==> src/rtl/xlat_pkg.sv <==
package xlat_pkg;
  typedef enum logic [1:0] {
    ST_IDLE = 2'd0,
    ST_READ = 2'd1,
    ST_FILL = 2'd2
  } walk_state_e;
endpackage

==> src/rtl/ptw_table.sv <==
module ptw_table #(
  parameter int PAGE_W  = 4,
  parameter int FRAME_W = 6,
  parameter int LEN_W   = PAGE_W + 1
) (
  input  logic               clk_i,
  input  logic               rst_ni,
  input  logic               we_i,
  input  logic [PAGE_W-1:0]  widx_i,
  input  logic [FRAME_W-1:0] wframe_i,
  input  logic               wvalid_i,
  input  logic               len_we_i,
  input  logic [LEN_W-1:0]   len_i,
  input  logic               rd_en_i,
  input  logic [PAGE_W-1:0]  ridx_i,
  output logic               rd_valid_o,
  output logic [FRAME_W-1:0] rd_frame_o,
  output logic [LEN_W-1:0]   len_o
);
  localparam int DEPTH = 1 << PAGE_W;

  logic [DEPTH-1:0]   valid_q;
  logic [FRAME_W-1:0] frame_q [DEPTH];
  logic [LEN_W-1:0]   len_q;

  always_ff @(posedge clk_i or negedge rst_ni) begin
    if (!rst_ni) begin
      valid_q <= '0;
      for (int i = 0; i < DEPTH; i++) frame_q[i] <= '0;
    end else if (we_i) begin
      valid_q[widx_i] <= wvalid_i;
      frame_q[widx_i] <= wframe_i;
    end
  end

  always_ff @(posedge clk_i or negedge rst_ni) begin
    if (!rst_ni)        len_q <= '0;
    else if (len_we_i)  len_q <= len_i;
  end

  // write-through so a same-cycle write is never missed by a walk
  always_ff @(posedge clk_i or negedge rst_ni) begin
    if (!rst_ni) begin
      rd_valid_o <= 1'b0;
      rd_frame_o <= '0;
    end else if (rd_en_i) begin
      if (we_i && (widx_i == ridx_i)) begin
        rd_valid_o <= wvalid_i;
        rd_frame_o <= wframe_i;
      end else begin
        rd_valid_o <= valid_q[ridx_i];
        rd_frame_o <= frame_q[ridx_i];
      end
    end
  end

  assign len_o = len_q;
endmodule

==> src/rtl/rr_victim.sv <==
module rr_victim #(
  parameter int N     = 8,
  parameter int IDX_W = $clog2(N)
) (
  input  logic             clk_i,
  input  logic             rst_ni,
  input  logic [N-1:0]     valid_i,
  input  logic             adv_i,
  output logic [IDX_W-1:0] victim_o
);
  logic [IDX_W-1:0] rr_q;
  logic             found;
  logic             full;

  assign full = &valid_i;

  always_comb begin
    victim_o = rr_q;
    found    = 1'b0;
    for (int i = 0; i < N; i++) begin
      if (!found && !valid_i[i]) begin
        victim_o = IDX_W'(i);
        found    = 1'b1;
      end
    end
  end

  always_ff @(posedge clk_i or negedge rst_ni) begin
    if (!rst_ni) rr_q <= '0;
    else if (adv_i && full)
      rr_q <= (rr_q == IDX_W'(N - 1)) ? '0 : rr_q + 1'b1;
  end
endmodule

==> src/rtl/tlb_cam.sv <==
module tlb_cam #(
  parameter int N       = 8,
  parameter int PAGE_W  = 4,
  parameter int FRAME_W = 6
) (
  input  logic               clk_i,
  input  logic               rst_ni,
  input  logic               flush_i,
  input  logic [PAGE_W-1:0]  look_page_i,
  output logic               hit_o,
  output logic [FRAME_W-1:0] hit_frame_o,
  output logic [N-1:0]       match_o,
  output logic [N-1:0]       valid_o,
  input  logic               fill_i,
  input  logic [PAGE_W-1:0]  fill_page_i,
  input  logic [FRAME_W-1:0] fill_frame_i,
  input  logic               inv_i,
  input  logic [PAGE_W-1:0]  inv_page_i
);
  localparam int IDX_W = (N > 1) ? $clog2(N) : 1;

  logic [N-1:0]       valid_q;
  logic [PAGE_W-1:0]  tag_q   [N];
  logic [FRAME_W-1:0] frame_q [N];
  logic [IDX_W-1:0]   victim;

  rr_victim #(.N(N), .IDX_W(IDX_W)) u_victim (
    .clk_i    (clk_i),
    .rst_ni   (rst_ni),
    .valid_i  (valid_q),
    .adv_i    (fill_i),
    .victim_o (victim)
  );

  for (genvar g = 0; g < N; g++) begin : g_match
    assign match_o[g] = valid_q[g] && (tag_q[g] == look_page_i);
  end

  always_comb begin
    hit_frame_o = '0;
    for (int i = 0; i < N; i++)
      if (match_o[i]) hit_frame_o = hit_frame_o | frame_q[i];
  end

  assign hit_o   = |match_o;
  assign valid_o = valid_q;

  always_ff @(posedge clk_i or negedge rst_ni) begin
    if (!rst_ni) begin
      valid_q <= '0;
      for (int i = 0; i < N; i++) begin
        tag_q[i]   <= '0;
        frame_q[i] <= '0;
      end
    end else begin
      for (int i = 0; i < N; i++) begin
        if (flush_i) begin
          valid_q[i] <= 1'b0;
        end else if (fill_i && (victim == IDX_W'(i))) begin
          valid_q[i] <= 1'b1;
          tag_q[i]   <= fill_page_i;
          frame_q[i] <= fill_frame_i;
        end else if (inv_i && valid_q[i] && (tag_q[i] == inv_page_i)) begin
          valid_q[i] <= 1'b0;
        end
      end
    end
  end
endmodule

==> src/rtl/page_xlat_unit.sv <==
module page_xlat_unit #(
  parameter int PAGE_W  = 4,
  parameter int OFF_W   = 8,
  parameter int FRAME_W = 6,
  parameter int TLB_N   = 8,
  localparam int VA_W   = PAGE_W + OFF_W,
  localparam int PA_W   = FRAME_W + OFF_W,
  localparam int LEN_W  = PAGE_W + 1
) (
  input  logic               clk_i,
  input  logic               rst_ni,
  input  logic               flush_i,
  input  logic               req_i,
  input  logic [VA_W-1:0]    vaddr_i,
  output logic               ready_o,
  output logic               done_o,
  output logic [PA_W-1:0]    paddr_o,
  output logic               fault_o,
  output logic               hit_o,
  input  logic               cfg_pte_we_i,
  input  logic [PAGE_W-1:0]  cfg_pte_idx_i,
  input  logic [FRAME_W-1:0] cfg_pte_frame_i,
  input  logic               cfg_pte_valid_i,
  input  logic               cfg_len_we_i,
  input  logic [LEN_W-1:0]   cfg_len_i
);
  import xlat_pkg::*;

  walk_state_e        state_q;
  logic [PAGE_W-1:0]  pg_q;
  logic [OFF_W-1:0]   off_q;
  logic               done_q, fault_q, hit_q;
  logic [PA_W-1:0]    paddr_q;

  logic [PAGE_W-1:0]  page_in;
  logic [OFF_W-1:0]   off_in;
  logic               accept, out_of_range;
  logic               tlb_hit;
  logic [FRAME_W-1:0] tlb_frame;
  logic [TLB_N-1:0]   tlb_match, tlb_valid;
  logic               pte_valid;
  logic [FRAME_W-1:0] pte_frame;
  logic [LEN_W-1:0]   len_q;
  logic               fill_en;

  assign page_in      = vaddr_i[VA_W-1:OFF_W];
  assign off_in       = vaddr_i[OFF_W-1:0];
  assign accept       = req_i && (state_q == ST_IDLE);
  assign out_of_range = ({1'b0, page_in} >= len_q);
  // a flush or a same-page table write in the fill cycle cancels the insert
  assign fill_en      = (state_q == ST_FILL) && pte_valid && !flush_i &&
                        !(cfg_pte_we_i && (cfg_pte_idx_i == pg_q));

  ptw_table #(.PAGE_W(PAGE_W), .FRAME_W(FRAME_W), .LEN_W(LEN_W)) u_table (
    .clk_i      (clk_i),
    .rst_ni     (rst_ni),
    .we_i       (cfg_pte_we_i),
    .widx_i     (cfg_pte_idx_i),
    .wframe_i   (cfg_pte_frame_i),
    .wvalid_i   (cfg_pte_valid_i),
    .len_we_i   (cfg_len_we_i),
    .len_i      (cfg_len_i),
    .rd_en_i    (state_q == ST_READ),
    .ridx_i     (pg_q),
    .rd_valid_o (pte_valid),
    .rd_frame_o (pte_frame),
    .len_o      (len_q)
  );

  tlb_cam #(.N(TLB_N), .PAGE_W(PAGE_W), .FRAME_W(FRAME_W)) u_tlb (
    .clk_i        (clk_i),
    .rst_ni       (rst_ni),
    .flush_i      (flush_i),
    .look_page_i  (page_in),
    .hit_o        (tlb_hit),
    .hit_frame_o  (tlb_frame),
    .match_o      (tlb_match),
    .valid_o      (tlb_valid),
    .fill_i       (fill_en),
    .fill_page_i  (pg_q),
    .fill_frame_i (pte_frame),
    .inv_i        (cfg_pte_we_i),
    .inv_page_i   (cfg_pte_idx_i)
  );

  always_ff @(posedge clk_i or negedge rst_ni) begin
    if (!rst_ni) begin
      state_q <= ST_IDLE;
      pg_q    <= '0;
      off_q   <= '0;
      done_q  <= 1'b0;
      fault_q <= 1'b0;
      hit_q   <= 1'b0;
      paddr_q <= '0;
    end else begin
      done_q  <= 1'b0;
      fault_q <= 1'b0;
      hit_q   <= 1'b0;
      unique case (state_q)
        ST_IDLE: begin
          if (accept) begin
            if (out_of_range) begin
              done_q  <= 1'b1;
              fault_q <= 1'b1;
              paddr_q <= '0;
            end else if (tlb_hit) begin
              done_q  <= 1'b1;
              hit_q   <= 1'b1;
              paddr_q <= {tlb_frame, off_in};
            end else begin
              pg_q    <= page_in;
              off_q   <= off_in;
              state_q <= ST_READ;
            end
          end
        end
        ST_READ: state_q <= ST_FILL;
        ST_FILL: begin
          done_q  <= 1'b1;
          fault_q <= !pte_valid;
          paddr_q <= pte_valid ? {pte_frame, off_q} : '0;
          state_q <= ST_IDLE;
        end
        default: state_q <= ST_IDLE;
      endcase
    end
  end

  assign ready_o = (state_q == ST_IDLE);
  assign done_o  = done_q;
  assign fault_o = fault_q;
  assign hit_o   = hit_q;
  assign paddr_o = paddr_q;
endmodule

==> config.mk <==
export PLATFORM = sky130hd
export DESIGN_NAME = page_xlat_unit
export DESIGN_NICKNAME = d
export VERILOG_FILES = /design/src/rtl/xlat_pkg.sv /design/src/rtl/ptw_table.sv /design/src/rtl/rr_victim.sv /design/src/rtl/tlb_cam.sv /design/src/rtl/page_xlat_unit.sv
export SDC_FILE = /design/constraint.sdc
export NUM_CORES = 1
export LEC_CHECK = 0
export BUFFER_PORTS_ARGS = -buffer_cell sky130_fd_sc_hd__buf_2
export CAP_MARGIN = 20
export CORE_ASPECT_RATIO = 0.5
export CORE_MARGIN = 3
export CORE_UTILIZATION = 25
export DETAILED_ROUTE_END_ITERATION = 7
export PLACE_DENSITY = 0.52
export SYNTH_ARGS = -nofsm -noshare
export SYNTH_HDL_FRONTEND = slang
export SYNTH_SLANG_ARGS = --single-unit
==> constraint.sdc <==
create_clock -name clk_i -period 2.46 [get_ports clk_i]
set_input_delay 0.492 -clock clk_i [delete_from_list [all_inputs] [get_ports clk_i]]
set_output_delay 0.492 -clock clk_i [all_outputs]
set_load 0.01 [all_outputs]
==> results_tabular.tex <==
\begin{tabular}{lr}
\hline
Metric & Value \\
\hline
\multicolumn{2}{l}{\textbf{Global route}} \\
Wire length of the first global-routing pass & 47.1 mm \\
Largest net degree at the start of global routing & 90 \\
Number of antenna violations at the first check in global routing & 1 \\
Number of global-route vias before repair & 8121 \\
Residual overflow from global routing & 0 \\
Global-route total usage across every layer & 0.118 \\
\multicolumn{2}{l}{\textbf{Floorplanning}} \\
Core ar. & 45900 um\^{}2 \\
Die extent in x & 313 um \\
Die footprint & 50000 um\^{}2 \\
Initial core utilization & 0.257 \\
Boundary Pins & 52 \\
Die Ht & 160 um \\
Placement row count & 55 \\
\multicolumn{2}{l}{\textbf{Timing}} \\
Max-slew violation count & 0 \\
Final count of hold timing violations & 0 \\
Setup WS post-layout & 0.126 ns \\
Shortest clock period the worst path allows after layout & 2.33 ns \\
Tightest Pin Transition & 0.576 ns \\
Headroom to the max-slew limit & 0.613 \\
Top achievable clock speed & 429 MHz \\
Final hold slack & 0.179 ns \\
Skew final & 0.0155 ns \\
Setup-violating endpoint count in the final report & 0 \\
Final period util & 0.949 \\
\multicolumn{2}{l}{\textbf{Synthesis}} \\
Count of warnings emitted by yosys & 0 \\
Synthesized netlist cell count & 881 \\
Largest cells by area after synthesis & dfrtp\_1, mux2\_2, mux4\_2, xor2\_1, a22oi\_1 \\
Cell taking the most area after synthesis & dfrtp\_1 \\
Fraction of synthesized area in multiplexers & 0.261 \\
Area share of and/or/nand/nor cells after synthesis & 0.0665 \\
Library cells used by synthesis & 56 \\
Post-synthesis net count & 921 \\
Synthesized cell area & 11800 um\^{}2 \\
Average size of a mapped cell & 13.4 um\^{}2 \\
Post-synth EDFFs & 0 \\
Area share of the largest cell type after synthesis & 0.522 \\
Async set or reset register ratio after synthesis & 1.00 \\
Number of synthesized register bits & 246 \\
Synthesized-area fraction occupied by xor and xnor cells & 0.0461 \\
Main synth FF type & dfrtp\_1 \\
Proportion of synthesized chip area in sequential cells & 0.522 \\
Adder-cell share of the synthesized area & 0.00637 \\
Main combinational cell family by area after synthesis & multiplexers \\
Synthesized-area fraction occupied by ao, oa, aoi and oai cells & 0.0679 \\
\multicolumn{2}{l}{\textbf{Critical path}} \\
Critical Path Start Type & register \\
Critical Path End Type & register \\
Path type of the worst setup path & register to register \\
Worst EP required & 2.88 ns \\
Crit path max fanout & 13 \\
Critical path data arrival time & 2.76 ns \\
\multicolumn{2}{l}{\textbf{Power and ir drop}} \\
LEAKAGE & 6.26 nW \\
Switching share of power & 0.293 \\
Pwr dens & 900 nW/um\^{}2 \\
Clock network fraction of total power & 0.327 \\
Internal Dissipation & 9.00 mW \\
Combinational cell fraction of total power & 0.248 \\
Sequential power share & 0.425 \\
Net switching power figure & 3.72 mW \\
Max rail drop VDD & 0.463 mV \\
\multicolumn{2}{l}{\textbf{Final layout}} \\
Net count reported at finish & 1004 \\
Layout cell share with drive strength beyond 1 & 0.408 \\
Register cell area after layout & 6160 um\^{}2 \\
Synth-to-layout area growth & 19.8\% \\
Most common cell after layout, fill and taps aside & dfrtp\_1 \\
Number of fill cells in the layout & 4599 \\
Area taken by multi-input logic gates & 5320 um\^{}2 \\
End-of-flow core utilization & 0.308 \\
Most frequent cells in the layout & dfrtp\_1, mux2\_2, buf\_4, buf\_2, xor2\_1 \\
\multicolumn{2}{l}{\textbf{Placement}} \\
DP HPWL & 20.2 mm \\
Number of buffer cells added on primary ports & 51 \\
Final estimated routing congestion in global placement & 0.809 \\
Post-placement setup slack & -0.223 ns \\
\multicolumn{2}{l}{\textbf{Clocking}} \\
Number of levels in the clock H-tree & 1 \\
Clock latency on the worst-skew pair & 0.55 ns \\
Buffer depth of the longest clock path & 3 \\
TritonCTS buffer count & 27 \\
CTS sink count & 246 \\
Number of buffers inserted to repair setup after CTS & 0 \\
Clock tree from TritonCTS & yes \\
Clock Pin Slew Worst Setup and Hold Paths & 0.06 ns \\
Root buf cell & clkbuf\_16 \\
\multicolumn{2}{l}{\textbf{Route}} \\
Total via count after detailed routing & 7413 \\
Wire length reported by the detailed router & 29.7 mm \\
ANT nets after route & 0 \\
DRC violations left & 0 \\
Final routed wire length divided by cell count & 18.4 um \\
First-iteration detailed-routing DRC count & 403 \\
Ratio of routed vias to standard cells & 4.60 \\
Number of iterations in the first detailed-routing pass & 5 \\
\multicolumn{2}{l}{\textbf{Status}} \\
Outcome & finished clean \\
\multicolumn{2}{l}{\textbf{Hold path}} \\
Path class of the lowest-slack min-delay path & primary input to register \\
\multicolumn{2}{l}{\textbf{Flow run}} \\
Maximum capacitance violations & 0 \\
\hline
\end{tabular}
[cell type report]
cell class	instances	share of cell area
antenna	1	0.000177
clock buffer	38	0.0550
multi-input combinational	562	0.377
tap	627	0.0555
inverter	12	0.00390
timing repair buffer	115	0.0631
clock inverter	12	0.00983
sequential	246	0.436
[registers in the layout (all words and copies together) (netlist names)]
register             cells
u_table.frame_q         96
u_tlb.frame_q           48
u_table.len_o            5
paddr_o                 14
u_table.rd_frame_o       6
state_q                  2
fault_o                  1
off_q                    8
pg_q                     4
u_tlb.u_victim.rr_q      3
u_table.rd_valid_o       1
u_tlb.valid_o            8
u_tlb.tag_q             32
done_o                   1
u_table.valid_q         16
hit_o                    1
[Yosys cell counts (7+ instances only)]
library cell,count
xnor2_1,19
mux2_1,22
inv_1,9
mux2_4,9
nor2b_1,8
mux4_2,28
nand2b_1,10
mux2i_1,7
o21ai_0,11
nand4_1,8
dfrtp_1,246
a211oi_1,15
nand3_1,18
mux2_2,177
clkbuf_1,29
nor2_1,32
nor3_1,11
a22oi_1,38
a21oi_1,24
buf_2,13
xor2_1,43
nand2_1,28
buf_1,10
[routing by layer]
layer / wire length [um] / share of wire / global-route usage
met1: 13600 / 0.46 / 0.159
met2: 14300 / 0.48 / 0.200
met3: 1110 / 0.037 / 0.0174
met4: 682 / 0.023 / 0.0302
met5: 0 / 0 / 0
[through the flow]
stage                     std cells  total power [mW]  setup TNS (ns)  cell area, um^2
after floorplan                 881              7.46               0            11800
after global placement         1560              8.55           -5.31            13200
after detailed placement       1560              8.66           -5.05            13200
after CTS                      1611              12.9               0            14100
after global routing           1612              13.4          -0.107            14100
final                          1613              12.7               0            14100
[final timing paths]
kind / from / endpoint / slack, ns / cells past startpoint
hold / removal: vaddr_i[2] / off_q[2]$_DFFE_PN0P_ / 0.18 / 2
setup / recovery: pg_q[0]$_DFFE_PN0P_ / u_tlb.frame_q[3]$_DFFE_PN0P_ / 0.13 / 8
max in group asynchronous: rst_ni / u_table.frame_q[8]$_DFFE_PN0P_ / 1.25 / 3
setup reg to reg: pg_q[0]$_DFFE_PN0P_ / u_tlb.frame_q[3]$_DFFE_PN0P_ / 0.13 / 8
min in group asynchronous: rst_ni / paddr_o[7]$_DFFE_PN0P_ / 0.43 / 2
hold reg to reg: off_q[3]$_DFFE_PN0P_ / off_q[3]$_DFFE_PN0P_ / 0.49 / 1
[kinds of logic (layout without fill, tap and decap cells)]
family | count (synthesis) | in the layout
flops | 246 | 246
mux | 243 | 243
compound gates | 109 | 109
fa+ha+maj | 6 | 6
other cells | 0 | 1
simple gates | 142 | 142
buf+inv | 73 | 177
xor+xnor | 62 | 62
[critical path, cell delays in order, from the launching register on]
cell	delay [ns]
dfrtp_2	0.44
buf_12	0.17
xor2_1	0.17
nor4_2	0.10
nor3b_2	0.31
nand3_2	0.17
nor3_2	0.22
buf_4	0.25
mux2_2	0.35
[power groups by stage]
stage / Combinational, mW / Sequential [mW] / Clock, mW
floorplan: 2.21 / 5.25 / 0
global placement: 3.13 / 5.42 / 0
detailed placement: 3.19 / 5.47 / 0
CTS: 3.19 / 5.41 / 4.29
global route: 3.45 / 5.51 / 4.47
finish: 3.15 / 5.41 / 4.16
[repair_timing]
action / CTS / global route
pin swaps: 0 / 1
endpoints found under the setup margin: 7 / 33
resized for setup: 1 / 6
hold buffers: 1 / 0
cloned: 0 / 1
endpoints found under the hold margin: 32 / 0
(Power assumes the default switching activity.)
